--- src/rtl/lkon_pkg.sv ---
package lkon_pkg;

   // Decision taken on the wake-up request in one cycle
   typedef enum logic [1:0] {
      REQ_HOLD    = 2'd0,
      REQ_SET     = 2'd1,
      REQ_CLR_ACT = 2'd2,
      REQ_CLR_RST = 2'd3
   } req_act_e;

   // Counter width needed to count 0 .. n-1, never below 1
   function automatic int cnt_width(input int n);
      int w;
      w = 1;
      while ((1 << w) < n) w++;
      return w;
   endfunction

endpackage

--- src/rtl/lkon_addr_match.sv ---
module lkon_addr_match #(
   parameter int NODE_W = 6
) (
   input  logic              pkt_valid_i,
   input  logic [NODE_W-1:0] pkt_dest_i,
   input  logic [NODE_W-1:0] local_id_i,
   output logic              hit_o
);

   initial assert (NODE_W >= 1) else $error("lkon_addr_match: NODE_W must be at least 1");

   logic [NODE_W-1:0] diff;

   // Bit-wise difference, reduced below; a hit needs every bit equal
   generate
      for (genvar b = 0; b < NODE_W; b++) begin : g_bit
         assign diff[b] = pkt_dest_i[b] ^ local_id_i[b];
      end
   endgenerate

   assign hit_o = pkt_valid_i && (diff == '0);

endmodule

--- src/rtl/lkon_req_ctrl.sv ---
module lkon_req_ctrl
   import lkon_pkg::*;
(
   input  logic clk,
   input  logic rst_n,
   input  logic link_pwr_i,
   input  logic link_ctl_i,
   input  logic pkt_hit_i,
   input  logic phy_irq_i,
   input  logic bus_rst_i,
   output logic idle_o,
   output logic req_o
);

   req_act_e act;
   logic     req_q;
   logic     wake_evt;

   assign idle_o   = !(link_pwr_i && link_ctl_i);
   assign wake_evt = pkt_hit_i || phy_irq_i;

   // Priority: awake link, then unblocked bus reset, then wake-up cause
   always_comb begin
      act = REQ_HOLD;
      if (!idle_o) begin
         act = REQ_CLR_ACT;
      end else if (bus_rst_i && !phy_irq_i) begin
         act = REQ_CLR_RST;
      end else if (wake_evt) begin
         act = REQ_SET;
      end
   end

   always_ff @(posedge clk or negedge rst_n) begin
      if (!rst_n) begin
         req_q <= 1'b0;
      end else begin
         unique case (act)
            REQ_SET:     req_q <= 1'b1;
            REQ_CLR_ACT,
            REQ_CLR_RST: req_q <= 1'b0;
            default:     req_q <= req_q;
         endcase
      end
   end

   assign req_o = req_q;

endmodule

--- src/rtl/lkon_sqwave.sv ---
module lkon_sqwave
   import lkon_pkg::*;
#(
   parameter int HALF_CYC = 4
) (
   input  logic clk,
   input  logic rst_n,
   input  logic req_i,
   output logic wave_o
);

   initial assert (HALF_CYC >= 1) else $error("lkon_sqwave: HALF_CYC must be at least 1");

   logic run_q;
   logic hi_q;

   generate
      if (HALF_CYC == 1) begin : g_toggle
         // One cycle per phase: toggle every cycle, no counter needed
         always_ff @(posedge clk or negedge rst_n) begin
            if (!rst_n) begin
               run_q <= 1'b0;
               hi_q  <= 1'b0;
            end else if (!req_i) begin
               run_q <= 1'b0;
               hi_q  <= 1'b0;
            end else if (!run_q) begin
               run_q <= 1'b1;
               hi_q  <= 1'b1;
            end else begin
               hi_q  <= ~hi_q;
            end
         end
      end else begin : g_count
         localparam int CNT_W = cnt_width(HALF_CYC);
         localparam logic [CNT_W-1:0] LAST = CNT_W'(HALF_CYC - 1);

         logic [CNT_W-1:0] cnt_q;

         always_ff @(posedge clk or negedge rst_n) begin
            if (!rst_n) begin
               run_q <= 1'b0;
               hi_q  <= 1'b0;
               cnt_q <= '0;
            end else if (!req_i) begin
               run_q <= 1'b0;
               hi_q  <= 1'b0;
               cnt_q <= '0;
            end else if (!run_q) begin
               // Fresh start: full high phase
               run_q <= 1'b1;
               hi_q  <= 1'b1;
               cnt_q <= '0;
            end else if (cnt_q == LAST) begin
               cnt_q <= '0;
               hi_q  <= ~hi_q;
            end else begin
               cnt_q <= cnt_q + 1'b1;
            end
         end
      end
   endgenerate

   assign wave_o = hi_q;

endmodule

--- src/rtl/lkon_wake_gen.sv ---
module lkon_wake_gen #(
   parameter int NODE_W   = 6,
   parameter int HALF_CYC = 4
) (
   input  logic              clk,
   input  logic              rst_n,
   input  logic              link_pwr_i,
   input  logic              link_ctl_i,
   input  logic              pkt_valid_i,
   input  logic [NODE_W-1:0] pkt_dest_i,
   input  logic [NODE_W-1:0] local_id_i,
   input  logic              phy_irq_i,
   input  logic              bus_rst_i,
   output logic              link_on_o
);

   initial assert (NODE_W >= 1 && HALF_CYC >= 1)
      else $error("lkon_wake_gen: bad parameters");

   logic pkt_hit;
   logic link_idle;
   logic wake_req;

   lkon_addr_match #(.NODE_W(NODE_W)) u_match (
      .pkt_valid_i (pkt_valid_i),
      .pkt_dest_i  (pkt_dest_i),
      .local_id_i  (local_id_i),
      .hit_o       (pkt_hit)
   );

   lkon_req_ctrl u_req (
      .clk        (clk),
      .rst_n      (rst_n),
      .link_pwr_i (link_pwr_i),
      .link_ctl_i (link_ctl_i),
      .pkt_hit_i  (pkt_hit),
      .phy_irq_i  (phy_irq_i),
      .bus_rst_i  (bus_rst_i),
      .idle_o     (link_idle),
      .req_o      (wake_req)
   );

   lkon_sqwave #(.HALF_CYC(HALF_CYC)) u_wave (
      .clk    (clk),
      .rst_n  (rst_n),
      .req_i  (wake_req),
      .wave_o (link_on_o)
   );

endmodule

--- config.mk ---
export PLATFORM = sky130hd
export DESIGN_NAME = lkon_wake_gen
export DESIGN_NICKNAME = d
export VERILOG_FILES = /design/src/rtl/lkon_pkg.sv /design/src/rtl/lkon_addr_match.sv /design/src/rtl/lkon_req_ctrl.sv /design/src/rtl/lkon_sqwave.sv /design/src/rtl/lkon_wake_gen.sv
export SDC_FILE = /design/constraint.sdc
export NUM_CORES = 1
export LEC_CHECK = 0
export BUFFER_PORTS_ARGS = -buffer_cell sky130_fd_sc_hd__buf_2
export CAP_MARGIN = 20
export CORE_AREA = 2 2 39 41
export DETAILED_ROUTE_END_ITERATION = 7
export DIE_AREA = 0 0 41 43
export SLEW_MARGIN = 10
export SYNTH_ARGS = -nofsm -noshare
export SYNTH_HDL_FRONTEND = slang
export SYNTH_SLANG_ARGS = --single-unit
--- constraint.sdc ---
create_clock -name clk -period 1 [get_ports clk]
set_input_delay 0 -clock clk [delete_from_list [all_inputs] [get_ports clk]]
set_output_delay 0 -clock clk [all_outputs]
set_load 0.03 [all_outputs]
==> results.toml, run 1 <==
[status]
status = "complete, no violations"

[synth]
yosys_warnings = 0
synthCells = 22
synth_area_per_cell_sq_um = 11.4
synth_area_sq_um = 251
ys_seq_elements = 5
ys_seq_area_share_pct = 49.8
synthesis.nets = 42
synth_cell_types = 12

[place]
place_inst = 57
portBuffers = 19
globalplace.congestion = 0.604
place_ws_ps = -115
placed_area_sq_um = 367

[cts]
cts_made_buffers = 3
clock-sinks = 5
path_clk_slew_ps = 40
htreeDepth = 1
clk_path_buf_depth = 2
root_buffer = "clkbuf_4"
cts_tree = "yes"
insertion_delay_ps = 240
postCtsResizedCells = 0

[floorplan]
die_h_microns = 43
die-area_sq_um = 1760
die_w_microns = 41
pin_count = 20
core_sq_um = 1380
rows = 14
initial_core_util_pct = 18.2

[worst_setup_path]
cpPeakStageDelay_ps = 380
critPathCaptureType = "flip-flop"
cp_max_fo = 2
worstPathRequired_ps = 1130
reg2regPathDepth = 2
slowest_stage = "dfrtp_1"
reg2reg_to = "u_wave.g_count.cnt_q[1]"
reg2reg_slack_ps = 50
cp_data_arrival_time_ps = 1070
r2r_start = "u_wave.g_count.cnt_q[0]"
crit_type = "flip-flop to flip-flop"
worstPathCellList = "ha_1, and3_1"
start_kind = "flip-flop"

[routing]
route.vias.total = 255
detail_route.vias_per_cell = 3.92
drt_iter0_drc = 1
wl_per_cell_microns = 7.60
ant_nets = 0
drc = 0
wl_microns = 494
drt_pass1_iterations = 4

[finish]
most-common-layout-cells = "buf_2, dfrtp_1, xnor2_1, dlygate4sd3_1"
syn_to_final_growth_pct = 72.1
final_util_pct = 31.3
finalNonFillerCells = 65
final_common_cell = "buf_2"
fin_area_sq_um = 433
drive_gt1_share_pct = 44.9
nFillCells = 139
fin_nets = 70
antenna_cells = 0

[sta]
layout_setup_ws_ps = 51.2
setup_viol = 0
max_freq_mhz = 1050
hold_viol_final = 0
fin_crit_ps = 949
worst_pin_slew_ps = 257
drv_slew = 0
period_share_pct = 94.9
fin_worst_skew_ps = 1.31
rsz0062_at_grt = "no"
max_slew_margin_pct = 82.9

[global_routing]
grt_util_met2_pct = 10.6
grt-ovfl-total = 0
grt_usage_pct = 8.48
grt-busiest-layer = "met4"
grt_pass1_vias = 221
antenna_found_initial = 0
grtUsageMet3_pct = 6.28
global_route.usage.met1_pct = 6.54
grt_max_degree = 6
grt_pass1_wl_microns = 821

[pwr]
leakagePower_nw = 0.226
p_total_mw = 0.571
p_per_area_nw_per_um2 = 1320
peakVddDrop_v = 0.000337

[min_path]
worstHoldStart = "phy_irq_i"
min_path_cells = 3
hold_end = "u_req.req_o"
holdCritPathClass = "input pin to flip-flop"

[job]
maxCapViolCount = 0
registers in the layout, indices dropped and copies added (netlist names):
signal / flops
u_req.req_o: 1
u_wave.run_q: 1
u_wave.g_count.cnt_q: 2
u_wave.wave_o: 1
per-layer routing:
layer / vias up / part of all wire (%)
li1: 129 / -
met1: 104 / 37
met2: 20 / 44
met3: 2 / 16
met4: 0 / 1.8
met5: - / 0
cells in the mapped netlist:
master / number / area, sq um
dfrtp_1: 5 / 125
xnor2_1: 4 / 35.0
xor2_1: 3 / 26.3
nor2_1: 2 / 7.51
a21boi_0: 1 / 7.51
a222oi_1: 1 / 10.0
and3_1: 1 / 6.26
ha_1: 1 / 12.5
inv_1: 1 / 3.75
nand2_1: 1 / 3.75
nand4_1: 1 / 6.26
or4_1: 1 / 7.51
layout make-up:
| type | count | area [sq um] | share of cell area [%] |
|---|---|---|---|
| well taps | 16 | 20.0 | 4.62 |
| inverters | 1 | 3.75 | 0.867 |
| repair buffers | 23 | 135 | 31.2 |
| clock buffers | 4 | 26.3 | 6.07 |
| flip-flops and latches | 5 | 125 | 28.9 |
| multi-input cells | 16 | 123 | 28.3 |
per-stage QoR:
step	setup TNS, ps	hold slack, ps
5_1_grt	0	42.6
3_3_place_gp	-93.6	-181
4_1_cts	0	28.2
3_5_place_dp	-115	-180
6_report	0	37.4
2_1_floorplan	0	-296
worst max-delay path by stage:
stage | startpoint | to
floorplan | local_id_i[0] | u_req.req_o
global placement | local_id_i[0] | u_req.req_o
detailed placement | local_id_i[4] | u_req.req_o
CTS | u_wave.g_count.cnt_q[0] | u_wave.g_count.cnt_q[1]
global route | u_wave.g_count.cnt_q[0] | u_wave.wave_o
finish | u_wave.g_count.cnt_q[0] | u_wave.g_count.cnt_q[1]
worst max-delay path, delay by kind of cell, from the launching register on:
kind | cells | cell delay, ps
DFF | 1 | 380
and+or+nand+nor | 1 | 180
adders and majority gates | 1 | 290
power by group:
group,internal (mW),total (mW),switching (mW),leakage (nW)
sequential,0.220,0.232,0.0120,0.0645
combinational,0.0629,0.105,0.0418,0.147
clock,0.151,0.234,0.0828,0.0150
total,0.434,0.571,0.137,0.226
cell families (layout without fill, tap and decap cells):
group / count (synthesis) / count (layout) / synth area share (%)
flops: 5 / 5 / 49.8
fa+ha+maj: 1 / 1 / 4.97
compound gates: 2 / 2 / 6.97
xor+xnor: 7 / 7 / 24.4
simple gates: 6 / 6 / 12.4
buf+inv: 1 / 28 / 1.49
timing repair:
| action | CTS | global route |
|---|---|---|
| hold endpoints to repair | 6 | 0 |
| endpoints found under the setup margin | 0 | 0 |
| buffers inserted | 0 | 0 |
| hold buffers | 4 | 0 |
No activity file was read; power rests on OpenSTA's default activity.
==> inputs of run 2 (changes only) <==
--- a/config.mk
+++ b/config.mk
@@ -5,6 +5,7 @@
 export SDC_FILE = /design/constraint.sdc
 export NUM_CORES = 1
 export LEC_CHECK = 0
+export ABC_AREA = 1
 export BUFFER_PORTS_ARGS = -buffer_cell sky130_fd_sc_hd__buf_2
 export CAP_MARGIN = 20
 export CORE_AREA = 2 2 39 41
==> results.toml, run 2 <==
[sta]
fin_worst_skew_ps = 1.31
max_freq_mhz = 1080
worst_pin_slew_ps = 135
period_share_pct = 92.5
fin_crit_ps = 925
setup_viol = 0
drv_slew = 0
setup_tns_ps = 0
hold_viol_final = 0
rsz0062_at_grt = "no"
max_slew_margin_pct = 90.9

[routing]
drt_iter0_drc = 3
drc = 0
drt_pass1_iterations = 2
wl_per_cell_microns = 6.37
dr_wl_met2_microns = 306
wl_microns = 631
met3_length_microns = 58
route.vias.total = 387
ant_nets = 0
wl_met1_microns = 266
detail_route.vias_per_cell = 3.91
highest_layer = "met3"

[worst_setup_path]
worst_path_dominant_cell_family = "flip-flops"
cp_max_fo = 2
reg2reg_to = "u_wave.wave_o"
worstPathRequired_ps = 1120
worstPathCellList = "ha_1, inv_1, nor2_1, nor2_1, a21oi_1"
crit_top_cell = "nor2_1"
slowest_stage = "dfrtp_1"
critPathCaptureType = "flip-flop"
r2r_start = "u_wave.g_count.cnt_q[0]"
cpPeakStageDelay_ps = 370
start_kind = "flip-flop"
crit_type = "flip-flop to flip-flop"
cp_data_arrival_time_ps = 1050
worst-path-buf-inv = 1
reg2reg_slack_ps = 80
reg2regPathDepth = 5

[finish]
antenna_cells = 0
fin_nets = 104
largest_reg_flops = 2
nFillCells = 153
final_common_cell = "nand2_1"
syn_to_final_growth_pct = 53.5
drive_gt1_share_pct = 30.1
regMostFlops = "u_wave.g_count.cnt_q"
most-common-layout-cells = "nand2_1, buf_2, inv_1, nor2_1, dfrtp_1"

[global_routing]
grt_max_degree = 6
grt_pass1_wl_microns = 1150
antenna_found_initial = 0
grt_usage_pct = 9.37
grt_pass1_vias = 341
grt-ovfl-total = 0

[min_path]
hold_end = "u_req.req_o"
worstHoldStart = "bus_rst_i"
min_path_cells = 4
holdCritPathClass = "input pin to flip-flop"

[pwr]
peakVddDrop_v = 0.000535
p_total_mw = 0.588
leakagePower_nw = 0.345
p_per_area_nw_per_um2 = 1130

[cts]
cts_tree = "yes"
cts_made_buffers = 3
post_cts_buffers = 0
root_buffer = "clkbuf_4"
insertion_delay_ps = 240
htreeDepth = 1
clock-sinks = 5
clk_path_buf_depth = 2
path_clk_slew_ps = 40

[place]
detailed_place_hpwl_microns = 513
portBuffers = 19
globalplace.congestion = 0.589

[synth]
synth_top_area_cell = "dfrtp_1"
ys.flop_type = "dfrtp_1"
synthesis.nets = 76
ys_seq_elements = 5
synth_edf_count = 0
synth_area_per_cell_sq_um = 6.05
synth_commonest_cells = "nand2_1, inv_1, dfrtp_1, nor2_1, inv_2"
synth_top_area_share_pct = 36.9
synth_area_sq_um = 339
synth_most_common_cell = "nand2_1"
synthCells = 56
ys_seq_area_share_pct = 36.9
asyncSetResetFlopFracSynth_pct = 100
yosys_warnings = 0
ys_top_cells_by_area = "dfrtp_1, nand2_1, inv_1"
synth_cell_types = 12

[job]
maxCapViolCount = 0

[floorplan]
core_sq_um = 1380
die-area_sq_um = 1760
die_h_microns = 43
pin_count = 20
die_w_microns = 41
rows = 14
initial_core_util_pct = 24.5

[status]
status = "complete, no violations"
[run 2: changes by cell type after synthesis, moves of 2 or more]
cell	before	now
nand2_1	1	21
xor2_1	3	0
xnor2_1	4	0
nor2_1	2	5
inv_1	1	16
inv_2	0	2
[run 2: layer usage]
| layer | global-route usage, % | vias up |
|---|---|---|
| li1 | - | 213 |
| met1 | 10.4 | 163 |
| met2 | 15.0 | 11 |
| met3 | 3.66 | 0 |
| met4 | 4.00 | 0 |
| met5 | 0 | - |
[run 2: logic make-up (layout without fill, tap and decap cells)]
logic type / after synthesis / count (layout) / synth area share (%)
AND/OR/NAND/NOR: 28 / 28 / 31.7
adder cells (fa/ha/maj): 1 / 1 / 3.69
AO/OA/AOI/OAI: 4 / 4 / 7.75
flip-flops: 5 / 5 / 36.9
buffers and inverters: 18 / 45 / 19.9
[run 2: area by class of cell]
class                           instances  area [sq um]  share of cell area [%]
Clock buffer                            4          26.3                    5.05
Inverter                               18          67.6                    13.0
Multi-Input combinational cell         33           146                    28.1
Sequential cell                         5           125                    24.0
Tap cell                               16          20.0                    3.85
Timing Repair Buffer                   23           135                    26.0
[run 2: report_power, final]
part	total [mW]	leakage [nW]	switching, mW	internal (mW)
Clock	0.229	0.0150	0.0782	0.151
Combinational	0.130	0.266	0.0644	0.0656
Sequential	0.229	0.0632	0.00923	0.220
Total	0.588	0.345	0.152	0.436
[run 2: timing repair]
action                                 CTS  global route
resized for setup                        0             0
hold buffers                             4             0
endpoints found under the hold margin    6             0
setup endpoints to repair                0             0
[run 2: worst max path at each step]
stage / from / endpoint / depth (start not counted)
2_1_floorplan: u_wave.g_count.cnt_q[0] / u_wave.wave_o / 5
3_3_place_gp: u_wave.g_count.cnt_q[0] / u_wave.wave_o / 5
3_5_place_dp: u_wave.g_count.cnt_q[0] / u_wave.wave_o / 5
4_1_cts: u_wave.g_count.cnt_q[0] / u_wave.wave_o / 5
5_1_grt: u_wave.g_count.cnt_q[0] / u_wave.wave_o / 5
6_report: u_wave.g_count.cnt_q[0] / u_wave.wave_o / 5
[run 2: stage by stage]
stage                     instances  utilization (%)  cell area (sq um)  setup WS, ps  hold slack (ps)
after CTS                        99             37.6                520          68.9             5.59
after detailed placement         91             32.8                454          73.6             -178
final                            99             37.6                520          75.5             12.7
after floorplan                  56                -                339           105             -296
after global routing             99             37.6                520          43.3             14.6
after global placement           91             32.8                454           106             -182
[run 2: tightest hold or removal path, stage by stage]
cell and delay, ps:
buf_2 80, inv_2 20, nand2_1 60, a21oi_2 50
==> inputs of run 3 (changes only) <==
--- a/config.mk
+++ b/config.mk
@@ -11,7 +11,7 @@
 export CORE_AREA = 2 2 39 41
 export DETAILED_ROUTE_END_ITERATION = 7
 export DIE_AREA = 0 0 41 43
-export SLEW_MARGIN = 10
+export SLEW_MARGIN = 20
 export SYNTH_ARGS = -nofsm -noshare
 export SYNTH_HDL_FRONTEND = slang
 export SYNTH_SLANG_ARGS = --single-unit
==> constraint.sdc (replaced) <==
create_clock -name clk -period 0.8 [get_ports clk]
set_input_delay 0 -clock clk [delete_from_list [all_inputs] [get_ports clk]]
set_output_delay 0 -clock clk [all_outputs]
set_load 0.03 [all_outputs]
==> results.toml, run 3 (synthesized netlist as in run 2, its figures left out) <==
[cts]
clock-sinks = 5
insertion_delay_ps = 240
htreeDepth = 1
root_buffer = "clkbuf_4"
path_clk_slew_ps = 50
clk_path_buf_depth = 2
cts_tree = "yes"
cts_made_buffers = 3

[sta]
fin_crit_ps = 884
rsz0062_at_grt = "yes"
setup_viol = 4
hold_viol_final = 0
max_slew_margin_pct = 87.7
fin_worst_skew_ps = 6.62
period_share_pct = 110
layout_setup_ws_ps = -83.9
worst_pin_slew_ps = 183
max_freq_mhz = 1130
drv_slew = 0

[finish]
final_util_pct = 39.1
finalNonFillerCells = 101
most-common-layout-cells = "nand2_1, buf_2, inv_1, nor2_1, dfrtp_1"
fin_nets = 106
drive_gt1_share_pct = 34.1
largest_reg_flops = 2
syn_to_final_growth_pct = 59.4
antenna_cells = 0
regMostFlops = "u_wave.g_count.cnt_q"
final_common_cell = "nand2_1"

[floorplan]
rows = 14
pin_count = 20
die-area_sq_um = 1760
die_w_microns = 41
core_sq_um = 1380
initial_core_util_pct = 24.5
die_h_microns = 43

[global_routing]
grt-ovfl-total = 0
antenna_found_initial = 0
grt_max_degree = 6
grt_pass1_wl_microns = 1270
grt_usage_pct = 11.0
grt_pass1_vias = 357

[place]
globalplace.congestion = 0.575
portBuffers = 19
detailed_place_hpwl_microns = 504
place_inst = 91
place_ws_ps = -92.8

[routing]
wl_microns = 676
drt_iter0_drc = 7
ant_nets = 0
route.vias.total = 386
drt_pass1_iterations = 4
drc = 0
wl_per_cell_microns = 6.69
detail_route.vias_per_cell = 3.82

[worst_setup_path]
cpPeakStageDelay_ps = 390
worstPathRequired_ps = 930
critPathCaptureType = "flip-flop"
slowest_stage = "dfrtp_1"
r2r_start = "u_wave.g_count.cnt_q[0]"
start_kind = "flip-flop"
cp_max_fo = 2
crit_type = "flip-flop to flip-flop"
crit_top_cell = "nor2_1"
worstPathCellList = "ha_2, inv_2, nor2_1, nor2_1, a21oi_1"
cp_data_arrival_time_ps = 1010
crit_path_start = "u_wave.g_count.cnt_q[0]"

[pwr]
peakVddDrop_v = 0.000367
leakagePower_nw = 0.353
p_per_area_nw_per_um2 = 1400

[job]
maxCapViolCount = 0

[status]
status = "complete, but fails checks"
failed_checks = "negative setup slack"

[min_path]
holdCritPathClass = "input pin to flip-flop"
worstHoldStart = "bus_rst_i"
==> run 3: changes by cell type in the layout (fill, tap and decap cells not counted), sizes merged <==
cell / change
buf: +2
==> run 3: worst paths after layout <==
| check | to | slack [ps] | depth (start not counted) |
|---|---|---|---|
| worst max register to register | u_wave.wave_o | -80 | 5 |
| min in group asynchronous | u_wave.wave_o | 100 | 2 |
| worst min-delay path | u_req.req_o | 9 | 4 |
| max in group asynchronous | u_wave.g_count.cnt_q[0] | 570 | 2 |
| worst max-delay path | u_wave.wave_o | -80 | 5 |
| worst min register to register | u_wave.run_q | 390 | 0 |
==> run 3: layout make-up <==
| type | instances | area [sq um] |
|---|---|---|
| Timing Repair Buffer | 25 | 153 |
| Tap cell | 16 | 20.0 |
| Clock buffer | 4 | 26.3 |
| Inverter | 18 | 67.6 |
| Multi-Input combinational cell | 33 | 149 |
| Sequential cell | 5 | 125 |
| Fill cell | 159 | 843 |
==> run 3: layer usage <==
| layer | up-vias | GRT usage [%] | share of wire, % |
|---|---|---|---|
| li1 | 216 | - | - |
| met2 | 13 | 16.6 | 54 |
| met1 | 157 | 11.0 | 37 |
| met4 | 0 | 8.00 | 0 |
| met5 | - | 0 | 0 |
| met3 | 0 | 5.24 | 9.0 |
==> run 3: critical path: cells and delay by family, from the launching register on <==
kind / cells / cell delay (ps)
AO/OA/AOI/OAI: 1 / 60
adder cells (fa/ha/maj): 1 / 180
buffers and inverters: 1 / 50
AND/OR/NAND/NOR: 2 / 110
flip-flops: 1 / 390
==> run 3: where the power goes <==
| part | switching [mW] | internal, mW |
|---|---|---|
| Sequential | 0.0135 | 0.275 |
| Clock | 0.100 | 0.188 |
| Combinational | 0.0833 | 0.0967 |
| Total | 0.197 | 0.560 |
==> run 3: timing repair <==
action	4_1_cts	5_1_grt
setup endpoints to repair	3	4
resized for setup	0	2
setup buffers	1	1
hold buffers	4	0
hold endpoints to repair	6	0
pin swaps	1	0
==> run 3: through the flow <==
stage | power (mW) | area (sq um) | TNS [ps] | hold WS (ps)
2_1_floorplan | 0.371 | 342 | -114 | -296
3_3_place_gp | 0.438 | 457 | -129 | -181
3_5_place_dp | 0.440 | 457 | -160 | -181
4_1_cts | 0.761 | 531 | -194 | 0.779
5_1_grt | 0.843 | 541 | -355 | 0.433
6_report | 0.757 | 541 | -183 | 8.80
